==> src/rtl/atw_pkg.sv <==
package atw_pkg;

    localparam int DW = 32;

    typedef enum logic [2:0] {
        ST_IDLE,
        ST_LOOKUP,
        ST_FORWARD,
        ST_BLOCKED,
        ST_DECERR
    } atw_state_e;

    localparam logic [4:0] OFF_SRC      = 5'h00;
    localparam logic [4:0] OFF_SRC_HI   = 5'h04;
    localparam logic [4:0] OFF_TRSL     = 5'h08;
    localparam logic [4:0] OFF_TRSL_HI  = 5'h0C;
    localparam logic [4:0] OFF_ROUTE    = 5'h10;

    // bits kept in a source word: base [31:12], size [6:1], enable [0]
    localparam logic [DW-1:0] SRC_KEEP = 32'hFFFF_F07F;

    // upper (compared) bits of a window whose size field is f
    function automatic logic [DW-1:0] win_mask(input logic [5:0] f);
        logic [6:0] n;
        n = {1'b0, f} + 7'd1;
        if (n >= 7'd32) return '0;
        return ~((32'd1 << n[4:0]) - 32'd1);
    endfunction

endpackage

==> src/rtl/atw_regfile.sv <==
module atw_regfile
    import atw_pkg::*;
#(
    parameter int ENTRIES = 4,
    localparam int IDX_W  = $clog2(ENTRIES),
    localparam int REG_AW = IDX_W + 5
) (
    input  logic                       clk,
    input  logic                       rst_n,
    input  logic                       reg_sel,
    input  logic                       reg_we,
    input  logic [REG_AW-1:0]          reg_addr,
    input  logic [DW-1:0]              reg_wdata,
    output logic [DW-1:0]              reg_rdata,
    output logic [ENTRIES-1:0][DW-1:0] src_o,
    output logic [ENTRIES-1:0][DW-1:0] trsl_o,
    output logic [ENTRIES-1:0]         route_o
);

    logic [IDX_W-1:0] idx;
    logic [4:0]       off;
    logic             idx_ok;

    assign idx    = reg_addr[REG_AW-1:5];
    assign off    = reg_addr[4:0];
    assign idx_ok = (int'(idx) < ENTRIES);

    for (genvar g = 0; g < ENTRIES; g++) begin : g_entry
        logic wr_here;
        assign wr_here = reg_sel && reg_we && idx_ok && (int'(idx) == g);

        always_ff @(posedge clk or negedge rst_n) begin
            if (!rst_n) begin
                src_o[g]   <= '0;
                trsl_o[g]  <= '0;
                route_o[g] <= 1'b0;
            end else if (wr_here) begin
                unique case (off)
                    OFF_SRC:   src_o[g]   <= reg_wdata & SRC_KEEP;
                    OFF_TRSL:  trsl_o[g]  <= reg_wdata;
                    OFF_ROUTE: route_o[g] <= reg_wdata[0];
                    default: ;
                endcase
            end
        end
    end

    always_ff @(posedge clk or negedge rst_n) begin
        if (!rst_n) begin
            reg_rdata <= '0;
        end else if (reg_sel && !reg_we) begin
            reg_rdata <= '0;
            if (idx_ok) begin
                unique case (off)
                    OFF_SRC:   reg_rdata <= src_o[idx];
                    OFF_TRSL:  reg_rdata <= trsl_o[idx];
                    OFF_ROUTE: reg_rdata <= {{(DW-1){1'b0}}, route_o[idx]};
                    default:   reg_rdata <= '0;
                endcase
            end
        end
    end

    // upper address words are not stored
    assert_upper_zero_R2: assert property (@(posedge clk) disable iff (!rst_n)
        (reg_sel && !reg_we && (off == OFF_SRC_HI || off == OFF_TRSL_HI))
            |=> (reg_rdata == '0));

endmodule

==> src/rtl/atw_match.sv <==
module atw_match
    import atw_pkg::*;
#(
    parameter int ENTRIES = 4,
    localparam int IDX_W  = $clog2(ENTRIES)
) (
    input  logic [DW-1:0]              addr,
    input  logic [ENTRIES-1:0][DW-1:0] src,
    input  logic [ENTRIES-1:0][DW-1:0] trsl,
    input  logic [ENTRIES-1:0]         route,
    output logic                       hit,
    output logic [IDX_W-1:0]           hit_idx,
    output logic                       hit_cfg,
    output logic [DW-1:0]              xaddr,
    output logic [DW-1:0]              offset
);

    logic [ENTRIES-1:0]         hit_vec;
    logic [ENTRIES-1:0][DW-1:0] mask;

    for (genvar g = 0; g < ENTRIES; g++) begin : g_cmp
        logic [DW-1:0] base;
        assign base       = {src[g][DW-1:12], 12'h000};
        assign mask[g]    = win_mask(src[g][6:1]);
        assign hit_vec[g] = src[g][0] && (((addr ^ base) & mask[g]) == '0);
    end

    always_comb begin
        hit     = 1'b0;
        hit_idx = '0;
        for (int i = ENTRIES - 1; i >= 0; i--) begin
            if (hit_vec[i]) begin
                hit     = 1'b1;
                hit_idx = IDX_W'(i);
            end
        end
        hit_cfg = route[hit_idx];
        offset  = addr & ~mask[hit_idx];
        xaddr   = (trsl[hit_idx] & mask[hit_idx]) | offset;
    end

    always_comb begin
        if (hit) begin
            assert_keep_offset_R4: assert (((xaddr ^ addr) & ~win_mask(src[hit_idx][6:1])) == '0);
            assert_lowest_wins_R5: assert ((hit_vec & ((ENTRIES'(1) << hit_idx) - ENTRIES'(1))) == '0);
        end
    end

endmodule

==> src/rtl/atw_cfg_filter.sv <==
module atw_cfg_filter
    import atw_pkg::*;
#(
    parameter int          LINK_W   = 8,
    parameter int          L0_BIT   = 4,
    parameter logic [7:0]  ROOT_BUS = 8'h00
) (
    input  logic [DW-1:0]     offset,
    input  logic              is_cfg,
    input  logic [LINK_W-1:0] link_state,
    output logic              allow
);

    logic [7:0] bus;
    logic [7:0] devfn;
    logic       on_root;

    assign bus     = offset[27:20];
    assign devfn   = offset[19:12];
    assign on_root = (bus == ROOT_BUS);

    always_comb begin
        if (!is_cfg)      allow = 1'b1;
        else if (on_root) allow = (devfn == 8'h00);
        else              allow = link_state[L0_BIT];
    end

endmodule

==> src/rtl/atw_bridge_xlate.sv <==
module atw_bridge_xlate
    import atw_pkg::*;
#(
    parameter int          ENTRIES  = 4,
    parameter int          LINK_W   = 8,
    parameter int          L0_BIT   = 4,
    parameter logic [7:0]  ROOT_BUS = 8'h00,
    localparam int         IDX_W    = $clog2(ENTRIES),
    localparam int         REG_AW   = IDX_W + 5
) (
    input  logic              clk,
    input  logic              rst_n,
    input  logic              reg_sel,
    input  logic              reg_we,
    input  logic [REG_AW-1:0] reg_addr,
    input  logic [DW-1:0]     reg_wdata,
    output logic [DW-1:0]     reg_rdata,
    input  logic [LINK_W-1:0] link_state,
    input  logic              req_valid,
    input  logic              req_write,
    input  logic [DW-1:0]     req_addr,
    output logic              req_ready,
    output logic              fwd_valid,
    output logic [DW-1:0]     fwd_addr,
    output logic              fwd_cfg,
    output logic              fwd_write,
    output logic [IDX_W-1:0]  fwd_entry,
    output logic              cpl_valid,
    output logic              cpl_err,
    output logic [DW-1:0]     cpl_data
);

    logic [ENTRIES-1:0][DW-1:0] tbl_src;
    logic [ENTRIES-1:0][DW-1:0] tbl_trsl;
    logic [ENTRIES-1:0]         tbl_route;

    atw_state_e state_q, state_d;

    logic [DW-1:0]    addr_q;
    logic             wr_q;
    logic [DW-1:0]    xaddr_q;
    logic             cfg_q;
    logic [IDX_W-1:0] idx_q;

    logic             m_hit;
    logic [IDX_W-1:0] m_idx;
    logic             m_cfg;
    logic [DW-1:0]    m_xaddr;
    logic [DW-1:0]    m_off;
    logic             f_allow;

    atw_regfile #(.ENTRIES(ENTRIES)) u_regs (
        .clk       (clk),
        .rst_n     (rst_n),
        .reg_sel   (reg_sel),
        .reg_we    (reg_we),
        .reg_addr  (reg_addr),
        .reg_wdata (reg_wdata),
        .reg_rdata (reg_rdata),
        .src_o     (tbl_src),
        .trsl_o    (tbl_trsl),
        .route_o   (tbl_route)
    );

    atw_match #(.ENTRIES(ENTRIES)) u_match (
        .addr    (addr_q),
        .src     (tbl_src),
        .trsl    (tbl_trsl),
        .route   (tbl_route),
        .hit     (m_hit),
        .hit_idx (m_idx),
        .hit_cfg (m_cfg),
        .xaddr   (m_xaddr),
        .offset  (m_off)
    );

    atw_cfg_filter #(
        .LINK_W   (LINK_W),
        .L0_BIT   (L0_BIT),
        .ROOT_BUS (ROOT_BUS)
    ) u_filter (
        .offset     (m_off),
        .is_cfg     (m_cfg),
        .link_state (link_state),
        .allow      (f_allow)
    );

    // state register
    always_ff @(posedge clk or negedge rst_n) begin
        if (!rst_n) state_q <= ST_IDLE;
        else        state_q <= state_d;
    end

    // next state
    always_comb begin
        state_d = state_q;
        unique case (state_q)
            ST_IDLE:    if (req_valid) state_d = ST_LOOKUP;
            ST_LOOKUP: begin
                if (!m_hit)        state_d = ST_DECERR;
                else if (!f_allow) state_d = ST_BLOCKED;
                else               state_d = ST_FORWARD;
            end
            ST_FORWARD: state_d = ST_IDLE;
            ST_BLOCKED: state_d = ST_IDLE;
            ST_DECERR:  state_d = ST_IDLE;
            default:    state_d = ST_IDLE;
        endcase
    end

    // request and lookup capture
    always_ff @(posedge clk or negedge rst_n) begin
        if (!rst_n) begin
            addr_q  <= '0;
            wr_q    <= 1'b0;
            xaddr_q <= '0;
            cfg_q   <= 1'b0;
            idx_q   <= '0;
        end else begin
            if (state_q == ST_IDLE && req_valid) begin
                addr_q <= req_addr;
                wr_q   <= req_write;
            end
            if (state_q == ST_LOOKUP) begin
                xaddr_q <= m_xaddr;
                cfg_q   <= m_cfg;
                idx_q   <= m_idx;
            end
        end
    end

    // outputs
    always_comb begin
        req_ready = 1'b0;
        fwd_valid = 1'b0;
        cpl_valid = 1'b0;
        cpl_err   = 1'b0;
        cpl_data  = '0;
        unique case (state_q)
            ST_IDLE:    req_ready = 1'b1;
            ST_LOOKUP:  ;
            ST_FORWARD: fwd_valid = 1'b1;
            ST_BLOCKED: begin
                cpl_valid = 1'b1;
                cpl_data  = wr_q ? '0 : '1;
            end
            ST_DECERR: begin
                cpl_valid = 1'b1;
                cpl_err   = 1'b1;
            end
            default: ;
        endcase
        fwd_addr  = xaddr_q;
        fwd_cfg   = cfg_q;
        fwd_write = wr_q;
        fwd_entry = idx_q;
    end

    assert_latency_R11: assert property (@(posedge clk) disable iff (!rst_n)
        (req_valid && req_ready) |-> ##2 (fwd_valid || cpl_valid));

    assert_miss_err_R6: assert property (@(posedge clk) disable iff (!rst_n)
        (state_q == ST_LOOKUP && !m_hit) |=> (cpl_valid && cpl_err && !fwd_valid));

    assert_link_gate_R9: assert property (@(posedge clk) disable iff (!rst_n)
        (state_q == ST_LOOKUP && m_hit && m_cfg && !link_state[L0_BIT]
            && m_off[27:20] != ROOT_BUS) |=> !fwd_valid);

    assert_mem_tag_R7: assert property (@(posedge clk) disable iff (!rst_n)
        (state_q == ST_LOOKUP && m_hit && !tbl_route[m_idx]) |=> (fwd_valid && !fwd_cfg));

endmodule

==> config.mk <==
export PLATFORM = sky130hd
export DESIGN_NAME = atw_bridge_xlate
export DESIGN_NICKNAME = d
export VERILOG_FILES = /design/src/rtl/atw_pkg.sv /design/src/rtl/atw_regfile.sv /design/src/rtl/atw_match.sv /design/src/rtl/atw_cfg_filter.sv /design/src/rtl/atw_bridge_xlate.sv
export SDC_FILE = /design/constraint.sdc
export NUM_CORES = 1
export LEC_CHECK = 0
export BUFFER_PORTS_ARGS = -buffer_cell sky130_fd_sc_hd__buf_4
export CAP_MARGIN = 20
export CORE_MARGIN = 5
export CORE_UTILIZATION = 45
export DETAILED_ROUTE_END_ITERATION = 16
export SYNTH_ARGS = -nofsm -noshare
export SYNTH_HDL_FRONTEND = slang
export SYNTH_SLANG_ARGS = --single-unit
export TNS_END_PERCENT = 20
==> constraint.sdc <==
create_clock -name clk -period 7.9 [get_ports clk]
set_input_delay 0.395 -clock clk [delete_from_list [all_inputs] [get_ports clk]]
set_output_delay 0.395 -clock clk [all_outputs]
set_load 0.1 [all_outputs]
# Word level (Yosys, flattened, before mapping)
# Cells that the tools add are included.
word_totals:
  reg_bits: 343
  latchBits: 0
  ram_bits: 0
  romBits: 0
  input_bits: 85
  word_cells: 142
  memories: 0
op_classes:
  addsub: 8
  n_mul: 0
  n_div: 0
  order_cmp: 6
  eq_ne: 10
  n_shift: 4
  muxes: 45
  bitwise: 16
  reduce_logical: 34
op_table:
  columns: ["operator", "n"]
  rows:
  - ["32-bit 2-to-1 mux", 14]
  - ["32-bit binary-select mux with 2-bit select", 4]
  - ["32-bit bitwise AND", 6]
  - ["32-bit inverter", 5]
  - ["32-bit logical NOT", 4]
  - ["1-bit by 5-bit << shifter with 32-bit output (first input constant)", 4]
  - ["32-bit by 1-bit subtractor with 32-bit output (second input constant)", 4]
  - ["32-bit bitwise XOR", 4]
  - ["32-bit case mux with 3 select lines", 1]
  - ["32-bit bitwise OR", 1]
  - ["6-bit by 1-bit adder with 7-bit output (second input constant)", 4]
  - ["7-bit by 6-bit >= comparator with 1-bit output (second input constant)", 4]
  - ["2-bit AND reduction", 12]
  - ["1-bit 2-to-1 mux", 17]
  - ["8-bit logical NOT", 2]
  - ["1-bit logical AND", 11]
  - ["2-bit 2-to-1 mux", 4]
  - ["3-bit by 2-bit equality test with 1-bit output (second input constant)", 2]
  - ["2-bit by 3-bit less-than comparator with 1-bit output (second input constant)", 2]
  - ["3-bit 2-to-1 mux", 2]
  - ["3-bit case mux with 2 select lines", 1]
  - ["5-bit by 4-bit equality test with 1-bit output (second input constant)", 1]
  - ["5-bit equality test (second input constant)", 1]
  - ["5-bit logical NOT", 1]
  - ["10 further kinds", 12]

# Logic depth before layout (Yosys ltp)
# Gate-level depths: netlist of run 1.
depth:
  word_depth: 22
  depth_mapped: 24
  ltp_nobuf: 17

# By module
# A second synthesis of run 1 with hierarchy kept.
hier_totals:
  cells_unflattened: 2000
  area_unflattened_um2: 22755.6
by_module_without_submodules:
  columns: ["module", "n_inst", "cells_each", "area_per_inst_um2", "seq_area_each_um2"]
  rows:
  - ["atw_regfile", 1, 769, 12325.6, 6806.5]
  - ["atw_match", 1, 1031, 7302.0, 0.0]
  - ["atw_bridge_xlate", 1, 193, 3083.0, 1776.7]
  - ["atw_cfg_filter", 1, 7, 45.0, 0.0]

# Least setup slack after synthesis of run 1
# Ideal clock, no wire load.
synth_timing:
  kind: "register -> register"
  from: "reg u_regs.src_o[67] (netlist bit)"
  to: "reg state_q[0]"
  setup_time_ns: 0.120
  t_arrival_ns: 4.885
  t_required_ns: 7.780
  setup_slack_ns: 2.896
  path_stages_with_launch: 22
  n_path_buf: 5
  period_less_slack_ns: 5.004
  path_cell_list: "dfrtp_1 buf_6 buf_4 nand3_1 nor2_1 inv_1 ha_1 clkbuf_1 clkbuf_1 o21ai_0 a32oi_1 o2111ai_1 o41ai_2 nand3_2 a211oi_4 buf_6 mux2_1 a22oi_1 a21oi_1 nand4b_1 or4_1 a31o_1"
synth_via:
  elab_chain_len: 21
  elab_cells_between_ends: 29
  cone_classes: "add/sub (2); order compare (1); shift (1); mux (17); bitwise (4); reduce/logical (4)"
synth_lines:
  columns: ["item", "line", "rtl"]
  rows:
  - ["start: declaration", "atw_regfile.sv:15", "output logic [ENTRIES-1:0][DW-1:0] src_o,"]
  - ["start signal: indexed assignment", "atw_regfile.sv:39", "OFF_SRC: src_o[g] <= reg_wdata & SRC_KEEP;"]
  - ["6-bit by 1-bit adder with 7-bit output *", "atw_pkg.sv:25", "n = {1'b0, f} + 7'd1;"]
  - ["1-bit by 5-bit << shifter with 32-bit output", "atw_pkg.sv:27", "return ~((32'd1 << n[4:0]) - 32'd1);"]
  - ["32-bit by 1-bit subtractor with 32-bit output", "atw_pkg.sv:27", null]
  - ["32-bit inverter", "atw_pkg.sv:27", null]
  - ["32-bit 2-to-1 mux *", "atw_pkg.sv:27", null]
  - ["32-bit bitwise AND", "atw_match.sv:25", "assign hit_vec[g] = src[g][0] && (((addr ^ base) & mask[g]) == '0);"]
  - ["32-bit logical NOT", "atw_match.sv:25", null]
  - ["1-bit logical AND", "atw_match.sv:25", null]
  - ["[5 not listed]", null, null]
  - ["32-bit inverter", "atw_match.sv:38", "offset = addr & ~mask[hit_idx];"]
  - ["32-bit bitwise AND", "atw_match.sv:38", null]
  - ["8-bit logical NOT (on tied branches)", "atw_cfg_filter.sv:24, atw_cfg_filter.sv:20", null]
  - ["1-bit 2-to-1 mux", "atw_cfg_filter.sv:24", "else if (on_root) allow = (devfn == 8'h00);"]
  - ["1-bit 2-to-1 mux", "atw_cfg_filter.sv:23", "if (!is_cfg) allow = 1'b1;"]
  - ["1-bit 2-to-1 mux", "atw_bridge_xlate.sv:101", "else if (!f_allow) state_d = ST_BLOCKED;"]
  - ["3-bit 2-to-1 mux *", "atw_bridge_xlate.sv:100", "if (!m_hit) state_d = ST_DECERR;"]
  - ["3-bit case mux with 2 select lines *", "atw_bridge_xlate.sv:97", "unique case (state_q)"]
  - ["end signal: assignment", "atw_bridge_xlate.sv:91", "else state_q <= state_d;"]
  - ["end: declaration", "atw_bridge_xlate.sv:37", "atw_state_e state_q, state_d;"]
# Mark *: on every way between the ends. The rest lies on a longest branch, timed or not. The select of a mux whose other input is x is not followed.
# A chain may end at the register's enable or synchronous reset.

# Worst setup path in the final report of run 1
layout_timing:
  from: "reg u_regs.src_o[3] (netlist bit)"
  to: "reg state_q[0]"
layout_via:
  elab_chain_len: 19
  elab_cells_between_ends: 25
  cone_classes: "add/sub (2); order compare (1); shift (1); mux (13); bitwise (4); reduce/logical (4)"
layout_lines:
  columns: ["item", "line"]
  rows:
  - ["6-bit by 1-bit adder with 7-bit output *", "atw_pkg.sv:25"]
  - ["1-bit by 5-bit << shifter with 32-bit output", "atw_pkg.sv:27"]
  - ["32-bit by 1-bit subtractor with 32-bit output", "atw_pkg.sv:27"]
  - ["32-bit inverter", "atw_pkg.sv:27"]
  - ["32-bit 2-to-1 mux *", "atw_pkg.sv:27"]
  - ["32-bit bitwise AND", "atw_match.sv:25"]
  - ["32-bit logical NOT", "atw_match.sv:25"]
  - ["1-bit logical AND", "atw_match.sv:25"]
  - ["[3 not listed]", null]
  - ["32-bit inverter", "atw_match.sv:38"]
  - ["32-bit bitwise AND", "atw_match.sv:38"]
  - ["8-bit logical NOT (on tied branches)", "atw_cfg_filter.sv:24, atw_cfg_filter.sv:20"]
  - ["1-bit 2-to-1 mux", "atw_cfg_filter.sv:24"]
  - ["1-bit 2-to-1 mux", "atw_cfg_filter.sv:23"]
  - ["1-bit 2-to-1 mux", "atw_bridge_xlate.sv:101"]
  - ["3-bit 2-to-1 mux *", "atw_bridge_xlate.sv:100"]
  - ["3-bit case mux with 2 select lines *", "atw_bridge_xlate.sv:97"]
# Marks and branches as above.

==> results.py, run 1 <==
metrics = {
    "run_status": {
        "status": "finished, final reports clean",
    },
    "sta": {
        "max_slew_margin": 0.186,
        "fin_ws_ps": 1320,
        "report.final.setup_viol": 0,
        "finalWorstPathRequiredPeriod_ps": 6580,
        "timing.final.crit_share": 0.833,
        "number_of_endpoints_with_negative_hold_slack_in_the_final_report": 0,
        "hold_ws_ps": 38.3,
        "maxSlewViolCount": 0,
        "timing_worst_slew_pin_value_ps": 1220,
        "grt_setup_unrepaired": "false",
        "timing.fmax_ghz": 0.152,
        "timing.setup.tns_ps": 0,
        "final.setup_skew_ps": 29.9,
    },
    "worst_setup_path": {
        "timing.setup.critical_path_class": "register to register",
        "crit_path_start_kind": "register",
        "critPathMaxFanout": 50,
        "arrival_ps": 7040,
        "timing.rr.start": "u_regs.src_o[3]",
        "reg2reg_setup_slack_ps": 1320,
        "rr_worst_depth": 18,
        "critical_path_required_ps": 8360,
        "critical_path.reg2reg.endpoint": "state_q[0]",
        "critical_path.endpoint_type": "register",
    },
    "clock_network": {
        "cts.clk_slew.worst_paths_ps": 60,
        "ctsResizeCount": 0,
        "cts-hold-fix-buffers": 1,
        "cts-root-to-sink-buffers": 3,
        "clkLatencyLatePin_ps": 580,
        "cts_buffers": 41,
        "cts.root.buffer_cell": "sky130_fd_sc_hd__clkbuf_16",
        "clock_tree_from_tritoncts": "built",
        "tritoncts_num_sinks": 343,
        "cts_setup_buffers": 0,
        "htreeDepth": 2,
    },
    "placement": {
        "dp_hpwl_um": 65200,
        "gp_routability_congestion": 1.02,
        "buffers_on_ports": 181,
        "pre_cts_slack_ps": 1550,
        "placedInstanceArea_sq_mm": 0.0237,
    },
    "route": {
        "detail_route.vias_per_cell": 6.71,
        "route.detailed.wl_per_inst_um": 31.2,
        "route.detailed.drc": 0,
        "finalWirelength_um": 90800,
        "antenna_violating_nets_post_route": 0,
        "drtPass1Iterations": 6,
        "route.vias.total": 19539,
        "drt_iter0_drc": 2131,
    },
    "floorplan": {
        "coreArea_sq_mm": 0.0486,
        "die_w_um": 231,
        "num_io_pins": 189,
        "rows": 81,
        "initial_core_util": 0.453,
        "die_area_sq_mm": 0.0535,
        "die_height_um": 231,
    },
    "global_routing": {
        "antenna_found_initial": 1,
        "grt_start_max_net_pins": 119,
        "grt_pass1_wl_um": 132000,
        "gr-total-overflow": 0,
        "gr-usage-all-layers": 0.332,
        "first_global_vias": 18858,
    },
    "synth": {
        "yosys-top-cells-area": "sky130_fd_sc_hd__dfrtp_1 39%, sky130_fd_sc_hd__mux2_2 13%, sky130_fd_sc_hd__mux4_2 6.2%",
        "synth_enable_flop_cells": 0,
        "synth_seq_cells": 343,
        "yosysWarnings": 0,
        "synth_instances": 2190,
        "ys_seq_area_frac": 0.390,
        "synth_top_area_cell": "sky130_fd_sc_hd__dfrtp_1",
        "synth.most_common_cell": "sky130_fd_sc_hd__dfrtp_1",
        "synth.avg_cell_area_sq_um": 10.1,
        "postSynthNetCount": 2289,
        "post_synthesis_instance_area_sq_mm": 0.0220,
        "netlist.area_leader.share": 0.390,
        "synthArstFlopShare": 1.00,
        "dominantRegCellSynth": "sky130_fd_sc_hd__dfrtp_1",
        "netlist-cell-type-count": 101,
        "post_synth_most_frequent_cells": "343 x sky130_fd_sc_hd__dfrtp_1, 259 x sky130_fd_sc_hd__mux2_2, 208 x sky130_fd_sc_hd__nand2_1",
    },
    "job": {
        "timing.max_cap.violations": 0,
    },
    "layout": {
        "nNetsFinal": 2355,
        "final_layout_size_suffix_gt1_frac": 0.291,
        "final_core_util": 0.516,
        "design_area_sq_mm": 0.0251,
        "area_growth_syn_to_layout_pct": 14.1,
    },
    "power": {
        "power_density_mw_per_mm2": 255,
        "ir_worst_vdd_v": 0.000222,
        "leakagePower_uw": 0.0111,
    },
    "worst_hold_path": {
        "worstHoldEndpoint": "addr_q[12]",
        "min_from": "req_addr[12]",
        "whs_path_depth": 3,
        "hold_path.class": "primary input to register",
    },
}
cells by family after synthesis:
group / Yosys count / synth area share
AO/OA/AOI/OAI: 545 / 0.169
XOR/XNOR: 86 / 0.0342
adder cells (fa/ha/maj): 15 / 0.00841
buffers and inverters: 267 / 0.0550
flip-flops: 343 / 0.390
multiplexers: 363 / 0.215
AND/OR/NAND/NOR: 571 / 0.129
layout by cell type (no fill, tap or decap), drive strengths merged, types with 13 or more instances in the layout:
master,instances
o31ai,14
a221oi,13
nand3,55
nor4,18
o22ai,20
o211ai,23
o21ai,155
buf,248
o311ai,17
mux2,263
a21oi,75
nand2,209
xor2,44
nor3b,15
dfrtp,343
or3,24
a211oi,17
clkbuf,61
a22oi,40
and2,15
a21o,21
xnor2,42
inv,41
nor2b,14
and3,15
mux4,61
nor2,87
nor3,47
nand4,13
a31oi,22
nand2b,13
ha,14
mux2i,39
final cells by class:
type	instances	area [sq um]
fill	4420	23500
multi-input combinational	1580	12300
sequential	343	8580
timing repair buffer	249	1950
clock buffer	61	1240
tap	622	778
inverter	41	154
clock inverter	13	138
antenna	1	2.50
sequential cells by signal, summed over array words and instances, names as in the netlist:
name	flops
addr_q	32
fwd_addr	32
fwd_cfg	1
fwd_entry	2
fwd_write	1
state_q	3
u_regs.reg_rdata	32
u_regs.route_o	4
u_regs.src_o	108
u_regs.trsl_o	128
report_power, final:
group / internal [uW] / total, uW / switching (uW)
Clock: 1160 / 1940 / 783
Combinational: 629 / 2190 / 1560
Sequential: 1950 / 2270 / 316
worst max path at each step:
| stage | endpoint | start | slack (ps) |
|---|---|---|---|
| floorplan | state_q[0] | u_regs.src_o[67] | 2900 |
| global placement | state_q[0] | u_regs.src_o[3] | 1580 |
| detailed placement | state_q[0] | u_regs.src_o[3] | 1550 |
| CTS | state_q[0] | u_regs.src_o[3] | 1520 |
| global route | state_q[0] | u_regs.src_o[3] | 1240 |
| finish | state_q[0] | u_regs.src_o[3] | 1320 |
per-layer routing:
layer	track usage	share of wire
met4	0.151	0.056
met5	0	0
met2	0.503	0.44
met3	0.0725	0.088
met1	0.459	0.42
stage by stage:
| stage | cells | total power [uW] |
|---|---|---|
| floorplan | 2190 | 3640 |
| detailed placement | 2833 | 4450 |
| global placement | 2832 | 4430 |
| finish | 2910 | 6400 |
| CTS | 2908 | 6390 |
| global route | 2909 | 6610 |
worst max-delay path, stage by stage (launching register included):
cell	delay (ps)
sky130_fd_sc_hd__dfrtp_1	770
sky130_fd_sc_hd__and3_1	370
sky130_fd_sc_hd__nand2_1	150
sky130_fd_sc_hd__ha_1	500
sky130_fd_sc_hd__or3b_1	510
sky130_fd_sc_hd__o31a_1	260
sky130_fd_sc_hd__o21ai_1	320
sky130_fd_sc_hd__o22ai_1	140
sky130_fd_sc_hd__or4_1	560
sky130_fd_sc_hd__nor4_2	540
sky130_fd_sc_hd__a211oi_4	80
sky130_fd_sc_hd__buf_12	210
sky130_fd_sc_hd__buf_12	190
sky130_fd_sc_hd__a211oi_1	320
sky130_fd_sc_hd__a21o_1	240
sky130_fd_sc_hd__mux2i_1	130
sky130_fd_sc_hd__a221o_1	390
sky130_fd_sc_hd__or4_1	470
sky130_fd_sc_hd__a31o_1	220
Note: power is estimated with default switching activity, not from simulation.
==> run 2: changes to the inputs <==
--- a/config.mk
+++ b/config.mk
@@ -5,11 +5,13 @@
 export SDC_FILE = /design/constraint.sdc
 export NUM_CORES = 1
 export LEC_CHECK = 0
+export ABC_AREA = 1
 export BUFFER_PORTS_ARGS = -buffer_cell sky130_fd_sc_hd__buf_4
 export CAP_MARGIN = 20
 export CORE_MARGIN = 5
 export CORE_UTILIZATION = 45
 export DETAILED_ROUTE_END_ITERATION = 16
+export PLACE_DENSITY = 0.65
 export SYNTH_ARGS = -nofsm -noshare
 export SYNTH_HDL_FRONTEND = slang
 export SYNTH_SLANG_ARGS = --single-unit
==> constraint.sdc (replaced) <==
create_clock -name clk -period 5.4 [get_ports clk]
set_input_delay 0.27 -clock clk [delete_from_list [all_inputs] [get_ports clk]]
set_output_delay 0.27 -clock clk [all_outputs]
set_load 0.1 [all_outputs]
==> results.py, run 2 <==
metrics = {
    "sta": {
        "timing.fmax_ghz": 0.201,
        "maxSlewViolCount": 0,
        "timing.final.crit_share": 0.921,
        "timing_worst_slew_pin_value_ps": 994,
        "max_slew_margin": 0.337,
        "final.setup_skew_ps": 17.4,
        "number_of_endpoints_with_negative_hold_slack_in_the_final_report": 0,
        "grt_setup_unrepaired": "false",
        "timing.setup.tns_ps": 0,
        "report.final.setup_viol": 0,
        "finalWorstPathRequiredPeriod_ps": 4980,
    },
    "global_routing": {
        "antenna_found_initial": 2,
        "grt_pass1_wl_um": 143000,
        "first_global_vias": 22919,
        "grt_start_max_net_pins": 171,
        "gr-usage-all-layers": 0.329,
        "gr-total-overflow": 0,
    },
    "route": {
        "top_layer": "met5",
        "drt_iter0_drc": 3248,
        "detail_route.vias_per_cell": 5.98,
        "drtPass1Iterations": 7,
        "route.detailed.wl_per_inst_um": 23.2,
        "antenna_violating_nets_post_route": 0,
        "finalWirelength_um": 95400,
        "route.detailed.drc": 0,
        "wl_met3_um": 10700,
        "met2_length_um": 42000,
        "drt-met1-wl_um": 39500,
        "route.vias.total": 24606,
    },
    "synth": {
        "dominantRegCellSynth": "sky130_fd_sc_hd__dfrtp_1",
        "yosys-top-cells-area": "sky130_fd_sc_hd__dfrtp_1 37%, sky130_fd_sc_hd__nand2_1 15%, sky130_fd_sc_hd__o21ai_0 7.5%",
        "synthArstFlopShare": 1.00,
        "synth.avg_cell_area_sq_um": 6.98,
        "post_synthesis_instance_area_sq_mm": 0.0231,
        "ys_seq_area_frac": 0.372,
        "post_synth_most_frequent_cells": "938 x sky130_fd_sc_hd__nand2_1, 344 x sky130_fd_sc_hd__o21ai_0, 343 x sky130_fd_sc_hd__dfrtp_1",
        "synth_seq_cells": 343,
        "netlist-cell-type-count": 54,
        "synth_top_area_cell": "sky130_fd_sc_hd__dfrtp_1",
        "synth_instances": 3306,
        "netlist.area_leader.share": 0.372,
        "yosysWarnings": 0,
        "synth_enable_flop_cells": 0,
        "postSynthNetCount": 3405,
        "synth.most_common_cell": "sky130_fd_sc_hd__nand2_1",
    },
    "layout": {
        "max_flop_register": "u_regs.trsl_o",
        "most_frequent_cells_in_the_layout": "933 x sky130_fd_sc_hd__nand2_1, 344 x sky130_fd_sc_hd__o21ai_0, 342 x sky130_fd_sc_hd__dfrtp_1",
        "area.sequential_sq_mm": 0.00858,
        "largest_register_ff_count": 128,
        "multiInputGateArea_sq_mm": 0.0126,
        "layout_top_registers": "u_regs.trsl_o: 128 flops, u_regs.src_o: 108 flops",
        "final_core_util": 0.519,
        "area_growth_syn_to_layout_pct": 15.0,
        "final_layout_size_suffix_gt1_frac": 0.136,
        "fill_cell_instance_count_of_the_final_layout": 5133,
        "final_common_cell": "sky130_fd_sc_hd__nand2_1",
        "nNetsFinal": 3503,
    },
    "placement": {
        "gp_routability_congestion": 1.05,
        "dp_hpwl_um": 71900,
        "buffers_on_ports": 181,
    },
    "floorplan": {
        "rows": 83,
        "die_w_um": 236,
        "die_area_sq_mm": 0.0559,
        "die_height_um": 236,
        "coreArea_sq_mm": 0.0511,
        "num_io_pins": 189,
        "initial_core_util": 0.451,
    },
    "worst_setup_path": {
        "worst_path_cell_with_the_longest_stage_delay": "sky130_fd_sc_hd__dfrtp_1",
        "critical_path.endpoint_type": "register",
        "timing.setup.critical_path_class": "register to register",
        "timing.critical_path.slowest_cell_delay_ps": 620,
        "arrival_ps": 5410,
        "critPathMaxFanout": 21,
        "timing.critical_path.from": "u_regs.src_o[4]",
        "timing.rr.start": "u_regs.src_o[4]",
        "critical_path_required_ps": 5830,
        "crit_path_start_kind": "register",
        "crit_path_frequent_cell": "sky130_fd_sc_hd__nand2_1",
    },
    "worst_hold_path": {
        "min_from": "reg_wdata[9]",
        "hold_path.class": "primary input to register",
    },
    "clock_network": {
        "cts_buffers": 40,
        "clock_tree_from_tritoncts": "built",
        "clkLatencyLatePin_ps": 570,
        "cts-root-to-sink-buffers": 3,
        "tritoncts_num_sinks": 343,
        "cts.clk_slew.worst_paths_ps": 60,
        "htreeDepth": 2,
        "cts.root.buffer_cell": "sky130_fd_sc_hd__clkbuf_16",
    },
    "power": {
        "combPwrFrac": 0.323,
        "switchingPower_uw": 3510,
        "ir_worst_vdd_v": 0.000220,
        "switching_part_of_the_total": 0.404,
        "seqPwrFrac": 0.361,
        "power_density_mw_per_mm2": 328,
        "leakagePower_uw": 0.0133,
        "power_report.internal_total_uw": 5180,
        "power.share.clock": 0.316,
    },
    "run_status": {
        "status": "finished, final reports clean",
    },
    "job": {
        "timing.max_cap.violations": 0,
    },
}
==> run 2: cell count changes in the layout (fill, tap and decap cells not counted), sizes merged, moves of 75 or more <==
cell | previous run | this run
inv | 41 | 223
mux2 | 263 | 27
nand2 | 209 | 963
nand3 | 55 | 300
nand4 | 13 | 88
nor2 | 87 | 345
o21ai | 155 | 374
==> run 2: layout make-up <==
class	count	area share
diodes	2	0.000189
clock buffers	51	0.0423
clock inverters	21	0.00797
inverters	222	0.0316
multi-input cells	2508	0.474
flip-flops and latches	343	0.324
well taps	680	0.0321
repair buffers	289	0.0887
==> run 2: cell families after synthesis <==
kind of cell,Yosys count,share of synthesized area
muxes,27,0.0132
and+or+nand+nor,1738,0.324
xor gates and xnor gates,77,0.0292
AOI/OAI and AO/OA,652,0.168
adders and majority gates,14,0.00760
buffers and inverters,455,0.0863
DFF,343,0.372
==> run 2: path summary, 6_finish.rpt <==
check | end | slack, ps | depth (start not counted)
worst max-delay path | state_q[0] | 420 | 28
worst min-delay path | u_regs.trsl_o[105] | 10 | 3
worst max register to register | state_q[0] | 420 | 28
worst min register to register | fwd_addr[8] | 480 | 2
max in group asynchronous | addr_q[29] | 4000 | 3
min in group asynchronous | addr_q[14] | 150 | 2
==> run 2: metrics by stage <==
stage | area (sq um) | instances | hold slack, ps | total power [uW] | setup WS, ps
6_report | 26500 | 4116 | 11.9 | 8690 | 424
5_1_grt | 26500 | 4114 | 18.7 | 9030 | 117
4_1_cts | 26500 | 4110 | 6.04 | 8670 | 565
3_5_place_dp | 24800 | 4007 | 141 | 5910 | 577
3_3_place_gp | 24800 | 4006 | 136 | 5890 | 612
2_1_floorplan | 23100 | 3306 | -25.6 | 4970 | 1440
==> run 2: metal layers <==
metal  track usage  vias up
met4         0.101        2
li1              -    11232
met2         0.506     1421
met3        0.0714      201
met5             0        -
met1         0.467    11750
==> run 2: critical path, delay by kind of cell, from the launching register on <==
kind / cells / cell delay [ps]
buffers and inverters: 3 / 670
AOI/OAI and AO/OA: 1 / 90
and+or+nand+nor: 24 / 3440
DFF: 1 / 620
==> run 2: power by group through the flow <==
| stage | Sequential [uW] | Clock [uW] | Combinational [uW] |
|---|---|---|---|
| finish | 3130 | 2750 | 2810 |
| global route | 3160 | 2880 | 2990 |
| CTS | 3120 | 2780 | 2770 |
| detailed placement | 3170 | 0 | 2740 |
| global placement | 3160 | 0 | 2730 |
| floorplan | 3650 | 0 | 1320 |
==> run 2: repair_timing <==
item | in CTS | in global routing
setup endpoints to repair | 0 | 1
hold buffers | 31 | 0
buffers inserted | 0 | 3
hold endpoints to repair | 55 | 0
gates resized for setup | 0 | 2
